File: config.mk
export PLATFORM = sky130hd
export DESIGN_NAME = alu_sig_sweeper
export DESIGN_NICKNAME = d
export VERILOG_FILES = /design/src/rtl/alusig_pkg.sv /design/src/rtl/alusig_optbl.sv /design/src/rtl/alusig_seq.sv /design/src/rtl/alusig_crc.sv /design/src/rtl/alusig_cmp.sv /design/src/rtl/alu_sig_sweeper.sv
export SDC_FILE = /design/constraint.sdc
export NUM_CORES = 1
export LEC_CHECK = 0
export CAP_MARGIN = 0
export CORE_ASPECT_RATIO = 1.75
export CORE_MARGIN = 1.5
export CORE_UTILIZATION = 44
export CTS_BUF_LIST = sky130_fd_sc_hd__clkbuf_2 sky130_fd_sc_hd__clkbuf_4 sky130_fd_sc_hd__clkbuf_8
export DETAILED_ROUTE_END_ITERATION = 10
export PLACE_DENSITY = 0.78
export RECOVER_POWER = 50
export SLEW_MARGIN = 25
export SYNTH_ARGS = -nofsm -noshare
export SYNTH_HDL_FRONTEND = slang
export SYNTH_HIERARCHICAL = 1
export SYNTH_SLANG_ARGS = --single-unit
File: constraint.sdc
create_clock -name clk -period 2.8 [get_ports clk]
set_input_delay 0.56 -clock clk [delete_from_list [all_inputs] [get_ports clk]]
set_output_delay 0.56 -clock clk [all_outputs]
set_load 0.01 [all_outputs]
File: src/rtl/alusig_pkg.sv
package alusig_pkg;

  localparam int          CRC_W    = 32;
  localparam logic [31:0] CRC_POLY = 32'hEDB88320;
  localparam logic [31:0] CRC_SEED = 32'hFFFFFFFF;

  // Operand table: eight entries, selected by a three-bit index
  localparam int TBL_N    = 8;
  localparam int TBL_IDXW = $clog2(TBL_N);

  // Flag pair per operand pair (C,Z)
  localparam int FLAG_W = 2;

  typedef enum logic [1:0] {
    SW_IDLE  = 2'd0,
    SW_RUN   = 2'd1,
    SW_DRAIN = 2'd2,
    SW_DONE  = 2'd3
  } sweep_st_e;

endpackage

File: src/rtl/alusig_optbl.sv
module alusig_optbl #(
  parameter int DW   = 32,
  parameter int IDXW = 3
) (
  input  logic [IDXW-1:0] idx,
  output logic [DW-1:0]   val
);

  always_comb begin
    case (idx)
      3'd0:    val = '0;
      3'd1:    val = DW'(1);
      3'd2:    val = DW'(2);
      3'd3:    val = {1'b0, {(DW-1){1'b1}}};
      3'd4:    val = {1'b1, {(DW-1){1'b0}}};
      3'd5:    val = {1'b1, {(DW-2){1'b0}}, 1'b1};
      3'd6:    val = {{(DW-1){1'b1}}, 1'b0};
      default: val = '1;
    endcase
  end

endmodule

File: src/rtl/alusig_seq.sv
module alusig_seq
  import alusig_pkg::*;
#(
  parameter int OPW      = 6,
  parameter int FIRST_OP = 8,
  parameter int LAST_OP  = 63,
  parameter int VW       = 2 * TBL_IDXW + FLAG_W
) (
  input  logic           clk,
  input  logic           rst_n,
  input  logic           start,
  input  logic           sig_fin,
  output logic           run,
  output logic           accept,
  output logic [OPW-1:0] op,
  output logic [VW-1:0]  vec,
  output logic           vec_first,
  output logic           vec_last,
  output logic           done
);

  localparam logic [OPW-1:0] OP_LO = OPW'(FIRST_OP);
  localparam logic [OPW-1:0] OP_HI = OPW'(LAST_OP);

  sweep_st_e      st_q, st_d;
  logic [OPW-1:0] op_q, op_d;
  logic [VW-1:0]  vec_q, vec_d;
  logic           cnt_en;
  logic           at_last_vec;
  logic           at_last_op;

  assign at_last_vec = &vec_q;
  assign at_last_op  = (op_q == OP_HI);
  assign accept      = start && ((st_q == SW_IDLE) || (st_q == SW_DONE));
  assign cnt_en      = accept || (st_q == SW_RUN);

  // Next-state process
  always_comb begin
    st_d  = st_q;
    op_d  = op_q;
    vec_d = vec_q;
    case (st_q)
      SW_IDLE, SW_DONE: begin
        if (accept) begin
          st_d  = SW_RUN;
          op_d  = OP_LO;
          vec_d = '0;
        end
      end
      SW_RUN: begin
        vec_d = vec_q + 1'b1;
        if (at_last_vec) begin
          if (at_last_op) st_d = SW_DRAIN;
          else            op_d = op_q + 1'b1;
        end
      end
      SW_DRAIN: begin
        if (sig_fin) st_d = SW_DONE;
      end
      default: st_d = SW_IDLE;
    endcase
  end

  // State register
  always_ff @(posedge clk or negedge rst_n) begin
    if (!rst_n) st_q <= SW_IDLE;
    else        st_q <= st_d;
  end

  // Counter registers with explicit enable
  always_ff @(posedge clk or negedge rst_n) begin
    if (!rst_n) begin
      op_q  <= '0;
      vec_q <= '0;
    end else if (cnt_en) begin
      op_q  <= op_d;
      vec_q <= vec_d;
    end
  end

  assign run       = (st_q == SW_RUN);
  assign op        = op_q;
  assign vec       = vec_q;
  assign vec_first = (vec_q == '0);
  assign vec_last  = at_last_vec;
  assign done      = (st_q == SW_DONE);

endmodule

File: src/rtl/alusig_crc.sv
module alusig_crc
  import alusig_pkg::*;
#(
  parameter int DW  = 32,
  parameter int OPW = 6
) (
  input  logic             clk,
  input  logic             rst_n,
  input  logic             tag_vld,
  input  logic             tag_first,
  input  logic             tag_last,
  input  logic [OPW-1:0]   tag_op,
  input  logic [DW-1:0]    rsp_q,
  input  logic             rsp_c,
  input  logic             rsp_z,
  output logic             sig_vld,
  output logic [OPW-1:0]   sig_op,
  output logic [CRC_W-1:0] sig_val
);

  localparam int AW = DW + 2;

  // Serial reflected CRC over AW bits, bit 0 first, unrolled
  function automatic logic [CRC_W-1:0] absorb(input logic [CRC_W-1:0] cur,
                                              input logic [AW-1:0]    bits);
    logic [CRC_W-1:0] r;
    r = cur;
    for (int i = 0; i < AW; i++) begin
      if (r[0] ^ bits[i]) r = (r >> 1) ^ CRC_POLY;
      else                r = r >> 1;
    end
    return r;
  endfunction

  // Stage 1: tags delayed to line up with the ALU response
  logic             vld_q, first_q, last_q;
  logic [OPW-1:0]   op_q;
  // Stage 2: accumulator and signature
  logic [CRC_W-1:0] crc_q, crc_d;
  logic [CRC_W-1:0] base;
  logic             sv_q, sv_d;
  logic [OPW-1:0]   so_q, so_d;
  logic [CRC_W-1:0] sg_q, sg_d;

  always_ff @(posedge clk or negedge rst_n) begin
    if (!rst_n) begin
      vld_q   <= 1'b0;
      first_q <= 1'b0;
      last_q  <= 1'b0;
      op_q    <= '0;
    end else begin
      vld_q   <= tag_vld;
      first_q <= tag_first;
      last_q  <= tag_last;
      op_q    <= tag_op;
    end
  end

  assign base = first_q ? CRC_SEED : crc_q;

  always_comb begin
    crc_d = crc_q;
    sv_d  = 1'b0;
    so_d  = so_q;
    sg_d  = sg_q;
    if (vld_q) begin
      crc_d = absorb(base, {rsp_z, rsp_c, rsp_q});
      if (last_q) begin
        sv_d = 1'b1;
        so_d = op_q;
        sg_d = ~crc_d;
      end
    end
  end

  always_ff @(posedge clk or negedge rst_n) begin
    if (!rst_n) begin
      crc_q <= CRC_SEED;
      sv_q  <= 1'b0;
      so_q  <= '0;
      sg_q  <= '0;
    end else begin
      crc_q <= crc_d;
      sv_q  <= sv_d;
      so_q  <= so_d;
      sg_q  <= sg_d;
    end
  end

  assign sig_vld = sv_q;
  assign sig_op  = so_q;
  assign sig_val = sg_q;

endmodule

File: src/rtl/alusig_cmp.sv
module alusig_cmp
  import alusig_pkg::*;
(
  input  logic             clk,
  input  logic             rst_n,
  input  logic             clr,
  input  logic             sig_vld,
  input  logic [CRC_W-1:0] sig_val,
  input  logic [CRC_W-1:0] exp_val,
  output logic             miss
);

  logic miss_q, miss_d;

  always_comb begin
    miss_d = miss_q;
    if (clr)                                miss_d = 1'b0;
    else if (sig_vld && (sig_val != exp_val)) miss_d = 1'b1;
  end

  always_ff @(posedge clk or negedge rst_n) begin
    if (!rst_n) miss_q <= 1'b0;
    else        miss_q <= miss_d;
  end

  assign miss = miss_q;

endmodule

File: src/rtl/alu_sig_sweeper.sv
module alu_sig_sweeper
  import alusig_pkg::*;
#(
  parameter int DW       = 32,
  parameter int OPW      = 6,
  parameter int FIRST_OP = 8,
  parameter int LAST_OP  = 63
) (
  input  logic             clk,
  input  logic             rst_n,
  input  logic             start,
  output logic [OPW-1:0]   alu_op,
  output logic [DW-1:0]    alu_s,
  output logic [DW-1:0]    alu_d,
  output logic             alu_cin,
  output logic             alu_zin,
  input  logic [DW-1:0]    alu_q,
  input  logic             alu_cout,
  input  logic             alu_zout,
  input  logic [CRC_W-1:0] exp_sig,
  output logic             sig_valid,
  output logic [OPW-1:0]   sig_op,
  output logic [CRC_W-1:0] sig_value,
  output logic             mismatch,
  output logic             done
);

  localparam int VW = 2 * TBL_IDXW + FLAG_W;

  // Reset: asserted asynchronously, released on the clock
  logic [1:0] rst_sync_q;
  logic       rst_int_n;

  always_ff @(posedge clk or negedge rst_n) begin
    if (!rst_n) rst_sync_q <= 2'b00;
    else        rst_sync_q <= {rst_sync_q[0], 1'b1};
  end
  assign rst_int_n = rst_sync_q[1];

  logic           run, accept, vfirst, vlast, sig_fin;
  logic [OPW-1:0] op;
  logic [VW-1:0]  vec;
  logic [DW-1:0]  s_val, d_val;

  alusig_seq #(
    .OPW(OPW), .FIRST_OP(FIRST_OP), .LAST_OP(LAST_OP), .VW(VW)
  ) u_seq (
    .clk(clk), .rst_n(rst_int_n), .start(start), .sig_fin(sig_fin),
    .run(run), .accept(accept), .op(op), .vec(vec),
    .vec_first(vfirst), .vec_last(vlast), .done(done)
  );

  alusig_optbl #(.DW(DW), .IDXW(TBL_IDXW)) u_tbl_s (
    .idx(vec[VW-1 -: TBL_IDXW]), .val(s_val)
  );

  alusig_optbl #(.DW(DW), .IDXW(TBL_IDXW)) u_tbl_d (
    .idx(vec[FLAG_W +: TBL_IDXW]), .val(d_val)
  );

  assign alu_op  = run ? op    : '0;
  assign alu_s   = run ? s_val : '0;
  assign alu_d   = run ? d_val : '0;
  assign alu_cin = run & vec[1];
  assign alu_zin = run & vec[0];

  alusig_crc #(.DW(DW), .OPW(OPW)) u_crc (
    .clk(clk), .rst_n(rst_int_n),
    .tag_vld(run), .tag_first(vfirst), .tag_last(vlast), .tag_op(op),
    .rsp_q(alu_q), .rsp_c(alu_cout), .rsp_z(alu_zout),
    .sig_vld(sig_valid), .sig_op(sig_op), .sig_val(sig_value)
  );

  assign sig_fin = sig_valid && (sig_op == OPW'(LAST_OP));

  alusig_cmp u_cmp (
    .clk(clk), .rst_n(rst_int_n), .clr(accept),
    .sig_vld(sig_valid), .sig_val(sig_value), .exp_val(exp_sig),
    .miss(mismatch)
  );

endmodule

==> key figures <==
Floorplan
  • Die Area: 22200 um^2
  • Starting Density: 44.8%
  • Core footprint: between 20000 and 25000 um^2
  • Die height: 196 um
  • Cell row count: 70
  • Die W: between 100 and 150 um
  • Ports: between 150 and 200

STA
  • Fin. max-slew vios: 0
  • RSZ-0062 raised after global routing: true
  • Slew @ Worst Pin: between 1 and 1.5 ns
  • Final worst slack: -1.26 ns
  • Fin Hold WS: between 0.3 and 0.4 ns
  • Layout Skew: between 0.02 and 0.025 ns
  • Final hold vios: 0
  • Fmax: 246 MHz
  • Final min period: 4.06 ns
  • Final period utilization: 145%
  • Max-slew headroom: between 10% and 20%
  • Final setup fails: 86

Final layout
  • Ratio of cells with drive above 1 in the final layout: between 50 and 60%
  • Total Nets Final: between 1k and 1.5k
  • Post-Layout Cell Count: ~1.5k
  • Number of diodes: 0
  • P&R area growth vs syn: 60.0%
  • Util after Layout: 71.7%
  • Most common cell after layout, fill and taps aside: buf_4
  • Commonest non-fill, non-tap cells in the layout: buf_4, clkdlybuf4s50_1, xnor2_1, xnor2_2, and2_2

Routing
  • Routed met1 length: 11400 um
  • Drc violations: 0
  • DR WL met3: between 2000 and 2500 um
  • Drt wl/cell: 24.6 um
  • Drt first pass iters: 5
  • Met2 wire length: 18700 um
  • Via count: between 7k and 8k
  • DRT iter0 DRCs: about 360
  • DR top layer: met4
  • Via-per-instance ratio: roughly 5.3
  • Routed WL: approximately 36000 um
  • Remaining antenna violation count: 0

Placement
  • Post-Place Cells: around 1.4k
  • Port-buffer cells: between 150 and 200
  • Placer Congestion: between 0.9 and 1
  • Dpl hpwl: ~23000 um

Worst setup path
  • Crit Path Max Fanout: 3
  • Worst setup EP type: flop
  • Most common cell on crit path: xnor3_2
  • CP bufs+invs: 1
  • Crit path max-delay family: XOR/XNOR gates
  • Worst Path Required: between 3 and 4 ns
  • Cells along the critical path: xor3_1 > nor2_4 > xnor2_2 > xnor3_2 > xnor3_2 > xnor3_2 > xnor2_4 > buf_6 > xnor2_4 > xnor3_2 > xnor2_1 > mux2_4
  • Critical path startpoint category: flop
  • Worst EP arrival: about 4.3 ns
  • Critical-path top delay cell: dfstp_2
  • CP peak stage delay: roughly 0.60 ns
  • R2r setup slk: -1.26 ns
  • Crit path kind: reg -> reg

CTS
  • Clock Pin Slew Worst Setup and Hold Paths: roughly 0.1 ns
  • CTS Buffer Depth: 2
  • Clock Sinks: between 90 and 100
  • TritonCTS clock tree: yes
  • H-tree Lvls: 3
  • CTS buffer count: 9
  • Clk Latency, worst-skew pair: approximately 0.4 ns
  • Clock root buffer: clkbuf_8
  • Hold-fix buffers, CTS: 0

Synthesis
  • Synthesized cell area: approximately 9400 um^2
  • Top FF cell, synth: dfrtp_1
  • Syn Nets: approximately 940
  • Post-Syn Instances: 862
  • Post-synth ARST share: between 90% and 100%
  • Post-Syn Area per Cell: 10.9 um^2
  • Synth cell types: 56
  • Seq/Total Area, Yosys: between 20% and 30%
  • #FFs+latches synth: 99
  • YS warnings: 6
  • Post-synth EDFFs: 0

Global routing
  • Number of antenna violations at the first check in global routing: 0
  • Vias in the first global route: 8117
  • Largest net degree at the start of global routing: 80
  • Total gr overflow: 0
  • First-pass GRT wire length: about 46000 um
  • Total track usage: between 20 and 30%

Worst hold path
  • Hold Crit Class: reg -> async

Job
  • Max Cap Viol: 0

Outcome
  • Run status: finished with violations
  • Failing checks: setup timing
cell type report:
class,instances,area (um^2)
Multi-Input combinational cell,661,7910
Clock inverter,7,73.8
Tap cell,252,315
Fill cell,1319,5930
Sequential cell,99,2520
Timing Repair Buffer,425,4040
Inverter,8,30.0
Clock buffer,9,124
what timing repair did:
| action | 4_1_cts | 5_1_grt |
|---|---|---|
| cloned | 0 | 1 |
| buffers inserted | 39 | 30 |
| resized for setup | 149 | 133 |
| pin swaps | 34 | 48 |
| setup endpoints to repair | 65 | 71 |
sequential cells by signal, summed over array words and instances, names as in the netlist:
name           cells
u_crc/sig_vld      1
u_crc/first_q      1
u_cmp/miss         1
u_crc/op_q         6
u_crc/last_q       1
rst_sync_q         2
u_crc/vld_q        1
u_crc/sig_op       6
u_crc/crc_q       32
u_crc/sig_val     32
u_seq/st_q         2
u_seq/vec          8
u_seq/op           6
Yosys cell counts, types with 18 or more instances:
master | instances | area share, %
and2_2 | 73 | 5.8
nor2_1 | 58 | 2.3
o21ai_0 | 20 | 1.1
xor2_1 | 73 | 6.8
xnor2_1 | 202 | 19
dfrtp_1 | 67 | 18
dfstp_2 | 32 | 9.0
mux2_2 | 39 | 4.7
xnor3_1 | 21 | 5.0
buf_4 | 62 | 5.0
nand2_1 | 26 | 1.0
a21oi_1 | 18 | 0.96
routing by layer:
metal / global-route usage, % / up-vias
li1: - / 3393
met5: 0 / -
met2: 51.4 / 382
met4: 23.1 / 0
met1: 27.7 / 3787
met3: 4.51 / 162
stage by stage:
stage	setup WS (ns)	setup TNS [ns]	instance area [um^2]
floorplan	-1.01	-42.37	9620
global placement	-1.63	-86.03	12600
detailed placement	-1.62	-86.70	12600
CTS	-1.07	-56.38	14000
global route	-1.32	-87.20	15000
finish	-1.26	-77.59	15000
final timing paths:
path                                start           endpoint  depth (start not counted)
max                        u_crc/crc_q[3]  u_crc/sig_val[20]                         12
max in group asynchronous   rst_sync_q[1]      u_crc/first_q                          1
max reg2reg                u_crc/crc_q[3]  u_crc/sig_val[20]                         12
min in group clk            rst_sync_q[0]      rst_sync_q[1]                          0
min                         rst_sync_q[1]  u_crc/sig_val[27]                          0
min reg2reg                 rst_sync_q[1]  u_crc/sig_val[27]                          0
kinds of logic after synthesis:
| kind of cell | synth area share, % |
|---|---|
| adders and majority gates | 0.934 |
| xor gates and xnor gates | 44.2 |
| AOI/OAI and AO/OA | 3.33 |
| and+or+nand+nor | 12.4 |
| other | 0.0400 |
| muxes | 5.31 |
| buffers and inverters | 6.95 |
| DFF | 26.8 |
Power is not shown: default switching activity piles up to over one toggle a cycle in this logic, so the estimate is an artifact.
